--- config.mk ---
export PLATFORM = sky130hd
export DESIGN_NAME = tcp_keepalive_timer
export DESIGN_NICKNAME = d
export VERILOG_FILES = /design/src/rtl/kat_pkg.sv /design/src/rtl/kat_arm.sv /design/src/rtl/kat_prescaler.sv /design/src/rtl/kat_units.sv /design/src/rtl/kat_req.sv /design/src/rtl/tcp_keepalive_timer.sv
export SDC_FILE = /design/constraint.sdc
export NUM_CORES = 1
export LEC_CHECK = 0
export ABC_AREA = 1
export BUFFER_PORTS_ARGS = -buffer_cell sky130_fd_sc_hd__buf_2
export CORE_UTILIZATION = 55
export CTS_CLUSTER_SIZE = 12
export DETAILED_ROUTE_END_ITERATION = 10
export PLACE_DENSITY = 0.74
export SLEW_MARGIN = 20
export SYNTH_ARGS = -nofsm -noshare
export SYNTH_HDL_FRONTEND = slang
export SYNTH_SLANG_ARGS = --single-unit
--- constraint.sdc ---
create_clock -name clk -period 3.09 [get_ports clk]
set_input_delay 0 -clock clk [delete_from_list [all_inputs] [get_ports clk]]
set_output_delay 0 -clock clk [all_outputs]
set_load 0.005 [all_outputs]
--- src/rtl/kat_pkg.sv ---
package kat_pkg;
   typedef enum logic [3:0] {
      SMODE_OFF    = 4'h0,
      SMODE_TCP    = 4'h1,
      SMODE_UDP    = 4'h2,
      SMODE_IPRAW  = 4'h3,
      SMODE_ETHRAW = 4'h4,
      SMODE_PPP    = 4'h5
   } sock_mode_e;

   localparam int unsigned DEFAULT_TICKS = 625_000_000; // 5 s at 125 MHz
endpackage

--- src/rtl/kat_arm.sv ---
// Remembers that the established connection has carried traffic.
module kat_arm (
   input  logic clk,
   input  logic rst_n,
   input  logic active,
   input  logic xfer,
   output logic armed
);
   always_ff @(posedge clk) begin
      if (!rst_n)       armed <= 1'b0;
      else if (!active) armed <= 1'b0;
      else if (xfer)    armed <= 1'b1;
   end
endmodule

--- src/rtl/kat_prescaler.sv ---
// Divides the clock down to one tick per interval unit.
module kat_prescaler #(
   parameter int unsigned TICKS = 625_000_000
) (
   input  logic clk,
   input  logic rst_n,
   input  logic run,
   input  logic restart,
   output logic tick
);
   localparam int unsigned CW   = (TICKS > 1) ? $clog2(TICKS) : 1;
   localparam bit          POW2 = ((TICKS & (TICKS - 1)) == 0);
   localparam logic [CW-1:0] LAST = CW'(TICKS - 1);

   logic [CW-1:0] cnt;

   if (TICKS < 2) begin : g_bad
      $error("kat_prescaler: TICKS must be at least 2");
   end

   if (POW2) begin : g_wrap
      // power of two: natural roll-over, all-ones marks the last cycle
      assign tick = run && (&cnt);
      always_ff @(posedge clk) begin
         if (!rst_n)              cnt <= '0;
         else if (!run || restart) cnt <= '0;
         else                     cnt <= cnt + 1'b1;
      end
   end else begin : g_cmp
      assign tick = run && (cnt == LAST);
      always_ff @(posedge clk) begin
         if (!rst_n)              cnt <= '0;
         else if (!run || restart) cnt <= '0;
         else if (cnt == LAST)    cnt <= '0;
         else                     cnt <= cnt + 1'b1;
      end
   end
endmodule

--- src/rtl/kat_units.sv ---
// Counts prescaler ticks against the programmed interval.
module kat_units #(
   parameter int unsigned IW = 8
) (
   input  logic          clk,
   input  logic          rst_n,
   input  logic          run,
   input  logic          restart,
   input  logic          tick,
   input  logic [IW-1:0] interval,
   output logic          due
);
   logic [IW-1:0] units;
   logic [IW:0]   next_units;

   if (IW < 1) begin : g_bad
      $error("kat_units: IW must be at least 1");
   end

   assign next_units = {1'b0, units} + 1'b1;
   // >= so that a lowered interval fires at once instead of wrapping
   assign due = tick && (next_units >= {1'b0, interval});

   always_ff @(posedge clk) begin
      if (!rst_n)               units <= '0;
      else if (!run || restart) units <= '0;
      else if (due)             units <= '0;
      else if (tick)            units <= next_units[IW-1:0];
   end
endmodule

--- src/rtl/kat_req.sv ---
// Merges the automatic and manual paths into one registered request.
module kat_req (
   input  logic clk,
   input  logic rst_n,
   input  logic auto_due,
   input  logic xfer,
   input  logic manual_ok,
   output logic req
);
   always_ff @(posedge clk) begin
      if (!rst_n) req <= 1'b0;
      else        req <= (auto_due && !xfer) || manual_ok;
   end
endmodule

--- src/rtl/tcp_keepalive_timer.sv ---
module tcp_keepalive_timer #(
   parameter int unsigned TICKS_PER_UNIT = kat_pkg::DEFAULT_TICKS,
   parameter int unsigned IW             = 8,
   parameter int unsigned MW             = 4
) (
   input  logic          clk,
   input  logic          rst_n,
   input  logic [MW-1:0] sock_mode,
   input  logic          estab,
   input  logic          xfer_pulse,
   input  logic [IW-1:0] ka_interval,
   input  logic          manual_ka,
   output logic          ka_req
);
   import kat_pkg::*;

   localparam logic [MW-1:0] TCP_CODE = MW'(SMODE_TCP);

   if (MW < 3) begin : g_bad_mw
      $error("tcp_keepalive_timer: MW too narrow for mode codes");
   end

   logic active, armed, zero_ivl, run, tick, due, manual_ok;

   assign active    = (sock_mode == TCP_CODE) && estab;
   assign zero_ivl  = (ka_interval == '0);
   assign run       = armed && active && !zero_ivl;
   assign manual_ok = manual_ka && armed && active && zero_ivl;

   kat_arm u_arm (
      .clk(clk), .rst_n(rst_n), .active(active), .xfer(xfer_pulse), .armed(armed)
   );

   kat_prescaler #(.TICKS(TICKS_PER_UNIT)) u_pre (
      .clk(clk), .rst_n(rst_n), .run(run), .restart(xfer_pulse), .tick(tick)
   );

   kat_units #(.IW(IW)) u_units (
      .clk(clk), .rst_n(rst_n), .run(run), .restart(xfer_pulse),
      .tick(tick), .interval(ka_interval), .due(due)
   );

   kat_req u_req (
      .clk(clk), .rst_n(rst_n), .auto_due(due), .xfer(xfer_pulse),
      .manual_ok(manual_ok), .req(ka_req)
   );
endmodule

# After elaboration in Yosys (flattened, before gate mapping)
# Cells that the tools add are included.
# classes
add_sub_neg	2
order_cmp	1
n_eq_ne	2
bitwise	1
n_reduce_logical	18
# ops
cell	count
$add 30x1->30 const B	1
$eq 30x30->1 const B	1
$add 8x1->9 const B	1
$ge 9x8->1	1
$logic_and 1x1->1	9
$logic_not 8->1	1
$reduce_or 3->1	2
$eq 4x1->1 const B	1
$logic_not 1->1	3
$logic_or 1x1->1	2
$reduce_and 2->1	1
$not 1->1	1
# totals
regBits	40
in_bits	17
output_inout_bits	1
word_cells	28

# Depth between registers and ports, before layout
# Gate-level depths: netlist of run 1.
# logic_depth
depth_word	8
mapped_depth	16
ltp_nobuf	16

# Modules after synthesis
# From an unflattened synthesis of run 1, not the netlist that was laid out.
# hier_totals
hier_cells	394
hier_area_um2	2503.7
# modules_own_cells
mod	n_inst	cells_each	area_per_inst_um2
kat_prescaler	1	272	1714.1
kat_units	1	97	650.6
tcp_keepalive_timer	1	15	63.8
kat_req	1	6	43.8
kat_arm	1	4	31.3

# Worst setup path before layout of run 1
# Ideal clock, no wire load.
# synth_timing
kind	reg2reg
from	register u_units.units[0]
to	register u_units.units[0]
setup_ns	0.115
arrival_ns	1.736
slack_ns	1.239
stages_incl_launch_ff	16
period_less_slack_ns	1.851
path_cell_list	dfxtp_1 -> ha_1 -> nand3_1 -> xnor2_1 -> ha_1 -> nand2_1 -> nor2_1 -> nand2_1 -> nand3_1 -> nand2_1 -> nand2_1 -> nand2_1 -> nand2_1 -> nand2_1 -> nand2_2 -> nor2_1
# synth_via
elab_chain_cells	4
# synth_lines
element	line_no	text
start, declared	kat_units.sv:13	logic [IW-1:0] units;
start signal, assigned	kat_units.sv:28	else if (tick) units <= next_units[IW-1:0];
$add 8x1->9	kat_units.sv:20	assign next_units = {1'b0, units} + 1'b1;
via u_units.next_units[4]	kat_units.sv:14	logic [IW:0] next_units;
$ge 9x8->1	kat_units.sv:22	assign due = tick && (next_units >= {1'b0, interval});
$logic_and 1x1->1	kat_units.sv:22	
$reduce_or 3->1 (no source line)	n/a	
# The timed path passes the listed nets, and every way through them passes these cells.
# A chain may end at the register's enable or synchronous reset.

# Worst setup path after layout of run 1
# layout_timing
from	register u_units.units[0]
to	register u_units.units[4]
# The elaborated chain is that of the path after synthesis.

==> out/qor.csv, run 1 <==
metric;value;unit
status;finished clean;
DR DRC count;0;
Layout Skew;0.007168;ns
layout cells sized above 1;0.1220;
Initial Util;0.5776;
internal power;768.2;uW
TritonCTS Buffers;5;
Chip Width;69.86;um
Sw Share;0.2040;
Leak;0.001212;uW
row cnt;24;
Cell Pwr Density;343.6;nW/um^2
CTS root buf;clkbuf_8;
CP required;3.32;ns
Synth cell types;28;
Wirelength per Cell;10.41;um
Final setup violation count;0;
# port buffers;17;
vias in the first global route;2180;
Synth warnings;0;
H-tree Lvls;2;
clk_lat worst skew;0.29;ns
hold path depth;4;
setup TNS;0;ns
Synth Register Bits;40;
Final Hold Viols;0;
syn nets;420;
final period utilization;0.6678;
power share of the clock group;0.439;
Setup CP Type;flip-flop to flip-flop;
Vias/cell;4.987;
commonest cells after routing, fill and taps aside;94 x nand2_1, 70 x nor2_1, 65 x inv_1;
TritonCTS clock tree;yes;
Crit. End Element;flip-flop;
M2 GR Usage;0.3793;
Seq/Total Area, Yosys;0.3162;
minimum clock period;2.063;ns
Overflow after GRT;0;
crit path DAT;2.29;ns
n_diodes;0;
grt peak-use layer;met2;
Core Footprint;4384;um^2
worst reg2reg path depth;12;
Layout area overhead;10.92;%
Post-Synthesis Cells;393;
fmax;484.6;MHz
Slew HR;0.6542;
first-pass GRT wire length;8.818;mm
Net Switching;196.9;uW
VDD IR max;0.2466;mV
syn_area_per_cell;6.444;um^2
Mapped Area;2532;um^2
sequential share of power;0.534;
GPL Wtd Cong;0.8505;
crit start category;flip-flop;
Hold WC Path Type;input pin to flip-flop;
Die Y;69.86;um
RSZ-0062 raised after global routing;false;
remaining antenna violation count;0;
drt total wl;4.894;mm
worst hold slack;0.06288;ns
die area;4880;um^2
GR Layer Usage met3;0.04185;
Worst Tran Pin Value;0.5147;ns
Vias;2344;
largest net degree at the start of global routing;19;
Final Max Tran Viols;0;
Critical Path Fanout Max;8;
Gate power share;0.028;
CTS sink cnt;40;
io pins;18;
nets;444;
Clk pin slew, worst setup/hold paths;0.08;ns
First-pass DRT Iterations;4;
1st-iter DRT viols;103;
most common cell after layout, fill and taps aside;nand2_1;
max cap viols;0;
CTS Buffer Depth;2;
met1 usage in global routing;0.2652;
Final HPWL DP;3.727;mm
GRT Overall Usage;0.2199;
initial antenna violation count;0;
CTS resizes;0;
layout make-up:
type,instances,area [um^2]
flip-flops and latches,40,800.8
repair buffers,21,125.1
clock buffers,5,68.82
fillers,431,1575
well taps,52,65.06
clock inverters,3,42.54
multi-input cells,278,1440
inverters,71,266.5
kinds of logic after synthesis:
kind of cell,Yosys count,synth area share
XOR/XNOR,7,0.02421
buffers and inverters,75,0.1151
AND/OR/NAND/NOR,246,0.4644
AO/OA/AOI/OAI,15,0.03063
adder cells (fa/ha/maj),10,0.04941
flip-flops,40,0.3162
repair_timing:
action	CTS	global route
endpoints found under the hold margin	2	0
setup buffers	0	0
hold buffers	4	0
critical path, stage by stage, from the launching register on:
cell	delay, ns
dfxtp_1	0.40
ha_1	0.20
nand3_1	0.12
nor2_1	0.17
xor2_1	0.22
ha_1	0.28
a21oi_1	0.13
nand2_1	0.06
nand2_1	0.05
nand2_1	0.06
nand2_1	0.07
nand2_2	0.11
nor2_1	0.12
Yosys cell counts, drive strengths merged:
library cell / count / share of area
a21oi: 7 / 0.014
a31oi: 2 / 0.0049
buf: 4 / 0.0099
dfxtp: 40 / 0.32
ha: 10 / 0.049
inv: 71 / 0.11
nand2: 97 / 0.15
nand3: 38 / 0.086
nand4: 11 / 0.036
nor2: 77 / 0.13
nor3: 15 / 0.045
nor3b: 5 / 0.015
nor4: 3 / 0.0074
o21ai: 6 / 0.012
xnor2: 2 / 0.0069
xor2: 5 / 0.017
sequential cells by signal, indices dropped and copies added, names as in the netlist:
register	cells
u_pre.cnt	30
u_units.units	8
u_req.req	1
u_arm.armed	1
power by group through the flow:
stage	Sequential, uW	Combinational [uW]	Clock, uW
after CTS	515	26.9	437
after global routing	515	31.1	452
final	515	26.9	423
after floorplan	527	11.0	0
after global placement	527	23.4	0
after detailed placement	527	23.7	0
metrics by stage:
stage               power, uW  cells  setup WS, ns    util  area (um^2)
global route            998.2    470        0.7245  0.6407         2809
global placement        550.6    458         1.119  0.6062         2658
detailed placement      550.9    458         1.019  0.6062         2658
CTS                     979.1    470         1.004  0.6407         2809
floorplan               538.2    393         1.239       -         2532
finish                  965.1    470         1.027  0.6407         2809
worst paths after layout:
path | slack, ns | end | start
min | 0.06 | u_req.req | xfer_pulse
min reg2reg | 0.45 | u_pre.cnt[0] | u_pre.cnt[0]
max reg2reg | 1.03 | u_units.units[4] | u_units.units[0]
max | 1.03 | u_units.units[4] | u_units.units[0]
routing by layer:
metal / up-vias / share of wire
met5: - / 0
met4: 0 / 0.012
met3: 6 / 0.040
met2: 39 / 0.46
met1: 1019 / 0.48
li1: 1280 / -
Note: power is estimated with default switching activity, not from simulation.
==> inputs of run 2 (changes only) <==
--- a/config.mk
+++ b/config.mk
@@ -5,12 +5,12 @@
 export SDC_FILE = /design/constraint.sdc
 export NUM_CORES = 1
 export LEC_CHECK = 0
-export ABC_AREA = 1
+export ABC_AREA = 0
 export BUFFER_PORTS_ARGS = -buffer_cell sky130_fd_sc_hd__buf_2
-export CORE_UTILIZATION = 55
+export CORE_UTILIZATION = 53
 export CTS_CLUSTER_SIZE = 12
 export DETAILED_ROUTE_END_ITERATION = 10
-export PLACE_DENSITY = 0.74
+export PLACE_DENSITY = 0.75
 export SLEW_MARGIN = 20
 export SYNTH_ARGS = -nofsm -noshare
 export SYNTH_HDL_FRONTEND = slang
==> constraint.sdc (replaced) <==
create_clock -name clk -period 1.8 [get_ports clk]
set_input_delay 0 -clock clk [delete_from_list [all_inputs] [get_ports clk]]
set_output_delay 0 -clock clk [all_outputs]
set_load 0.005 [all_outputs]
==> out/qor.csv, run 2 <==
metric;value;unit;change
setup slack after placement;-0.6008;ns;was 1.019 ns
First-pass DRT Iterations;5;;was 4
die area;4392;um^2;was 4880 um^2
Setup CP Type;flip-flop to flip-flop;;unchanged
DR DRC count;0;;unchanged
largest net degree at the start of global routing;17;;was 19
Biggest register;u_pre.cnt;;unchanged
Area contributors post-synth;dfxtp_1 37%, xor2_1 9.2%, nor2_1 7.2%, ha_1 5.7%, nand4_1 4.9%;;was dfxtp_1 32%, nand2_1 14%, nor2_1 10%, inv_1 9.6%, nand3_1 6.7%
Leak;0.001309;uW;was 0.001212 uW
Post-synth ARST share;0;;unchanged
# port buffers;17;;unchanged
vias in the first global route;2435;;was 2180
Yosys top cell area share;0.3657;;was 0.3162
Overflow after GRT;0;;unchanged
crit path DAT;2.57;ns;was 2.29 ns
biggest regs;u_pre.cnt x30, u_units.units x8;;unchanged
nets;380;;was 444
Chip Width;66.28;um;was 69.86 um
Critical Path Fanout Max;8;;unchanged
setup TNS;-9.940;ns;was 0 ns
first-pass GRT wire length;10.58;mm;was 8.818 mm
initial antenna violation count;0;;unchanged
minimum clock period;2.378;ns;was 2.063 ns
worst hold slack;0.01562;ns;was 0.06288 ns
Synth cell types;40;;was 28
most common cell after layout, fill and taps aside;buf_4;;was nand2_1
failing checks;setup timing;;
commonest cells in the netlist;42 x nor2_1, 40 x dfxtp_1, 23 x xor2_1;;was 94 x nand2_1, 70 x nor2_1, 65 x inv_1
Initial Util;0.5764;;was 0.5776
final worst setup slack;-0.5785;ns;was 1.027 ns
clk_lat worst skew;0.30;ns;was 0.29 ns
1st-iter DRT viols;192;;was 103
TritonCTS clock tree;yes;;unchanged
Layout Skew;0.008572;ns;was 0.007168 ns
RSZ-0062 raised after global routing;true;;was false
remaining antenna violation count;0;;unchanged
Synth Register Bits;40;;unchanged
syn_area_per_cell;8.422;um^2;was 6.444 um^2
Layout area overhead;56.46;%;was 10.92%
Core Footprint;3799;um^2;was 4384 um^2
Final Hold Viols;0;;unchanged
Final setup violation count;38;;was 0
Synth area leader;dfxtp_1;;unchanged
Post-synth EDFFs;0;;unchanged
VDD IR max;0.5191;mV;was 0.2466 mV
Worst Tran Pin Value;0.5070;ns;was 0.5147 ns
layout cells sized above 1;0.4661;;was 0.1220
Crit. End Element;flip-flop;;unchanged
drt total wl;8.017;mm;was 4.894 mm
CTS sink cnt;40;;unchanged
Most used DFF post-synth;dfxtp_1;;unchanged
TritonCTS Buffers;5;;unchanged
Slew HR;0.6594;;was 0.6542
Hold WC Path Type;input pin to flip-flop;;unchanged
Cell Pwr Density;455.3;nW/um^2;was 343.6 nW/um^2
fmax;420.4;MHz;was 484.6 MHz
crit start category;flip-flop;;unchanged
GPL Wtd Cong;0.8366;;was 0.8505
H-tree Lvls;2;;unchanged
Largest register FFs;30;;unchanged
Final HPWL DP;4.053;mm;was 3.727 mm
total power;1560;uW;was 965.1 uW
status;finished with violations;;was finished clean
final period utilization;1.321;;was 0.6678
Mapped Area;2190;um^2;was 2532 um^2
row cnt;22;;was 24
Wirelength per Cell;19.94;um;was 10.41 um
most frequent cell after synthesis;nor2_1;;was nand2_1
GRT Overall Usage;0.3275;;was 0.2199
Clk pin slew, worst setup/hold paths;0.08;ns;about the same
io pins;18;;unchanged
Vias/cell;6.231;;was 4.987
Vias;2505;;was 2344
CTS root buf;clkbuf_8;;unchanged
Die Y;66.28;um;was 69.86 um
syn nets;287;;was 420
n_diodes;0;;unchanged
commonest cells after routing, fill and taps aside;69 x buf_4, 33 x dfxtp_1, 27 x nor2_4;;was 94 x nand2_1, 70 x nor2_1, 65 x inv_1
Seq/Total Area, Yosys;0.3657;;was 0.3162
Final Max Tran Viols;0;;unchanged
Synth warnings;0;;unchanged
CP required;1.99;ns;was 3.32 ns
CTS Buffer Depth;2;;unchanged
Post-Synthesis Cells;260;;was 393
max cap viols;0;;unchanged
==> run 2: cell type report <==
type / instances / area (um^2)
tap: 48 / 60.06
sequential: 40 / 812.0
fill: 174 / 372.9
inverter: 12 / 45.04
multi-input combinational: 198 / 1649
timing repair buffer: 96 / 767.0
clock inverter: 2 / 10.01
clock buffer: 6 / 82.58
==> run 2: cell families after synthesis <==
family          share of synthesized area
simple gates                       0.3211
mux                              0.004572
compound gates                    0.07372
fa+ha+maj                         0.05714
buf+inv                           0.04171
xor+xnor                           0.1360
flops                              0.3657
==> run 2: path summary, 6_finish.rpt <==
path	startpoint	to	slack, ns	cells after the start
max	u_pre.cnt[18]	u_units.units[2]	-0.58	5
min	xfer_pulse	u_req.req	0.02	3
max reg2reg	u_pre.cnt[18]	u_units.units[2]	-0.58	5
min reg2reg	u_pre.cnt[0]	u_pre.cnt[0]	0.55	2
==> run 2: power by group <==
part           internal, uW  total, uW  leakage, uW  switching (uW)
registers               882        882     0.000326           0.115
clock network           306        630    0.0000510             324
logic                  24.3       47.2     0.000932            22.9
total                  1210       1560      0.00131             347
==> run 2: what timing repair did <==
item | 4_1_cts | 5_1_grt
buffers inserted | 9 | 2
endpoints found under the setup margin | 38 | 38
cloned | 3 | 1
pin swaps | 10 | 30
endpoints found under the hold margin | 2 | 0
hold buffers | 3 | 0
gates resized for setup | 38 | 59
==> run 2: critical path: stages (launching register included) <==
cell and delay [ns]:
dfxtp_1 0.32, or4_1 0.52, or4_4 0.50, or2_4 0.28, or4_1 0.42, a211oi_1 0.25
==> run 2: metal layers <==
metal / vias up / GRT usage / share of wire
met5: - / 0 / 0
met4: 0 / 0.2261 / 0.052
met3: 52 / 0.07759 / 0.075
met2: 154 / 0.5880 / 0.49
met1: 1179 / 0.3302 / 0.39
li1: 1120 / - / -
==> run 2: per-stage QoR <==
step / instance area (um^2) / utilization / std cells
3_5_place_dp: 2779 / 0.7316 / 376
5_1_grt: 3426 / 0.9018 / 402
2_1_floorplan: 2211 / - / 260
4_1_cts: 3166 / 0.8333 / 399
6_report: 3426 / 0.9018 / 402
3_3_place_gp: 2779 / 0.7316 / 376
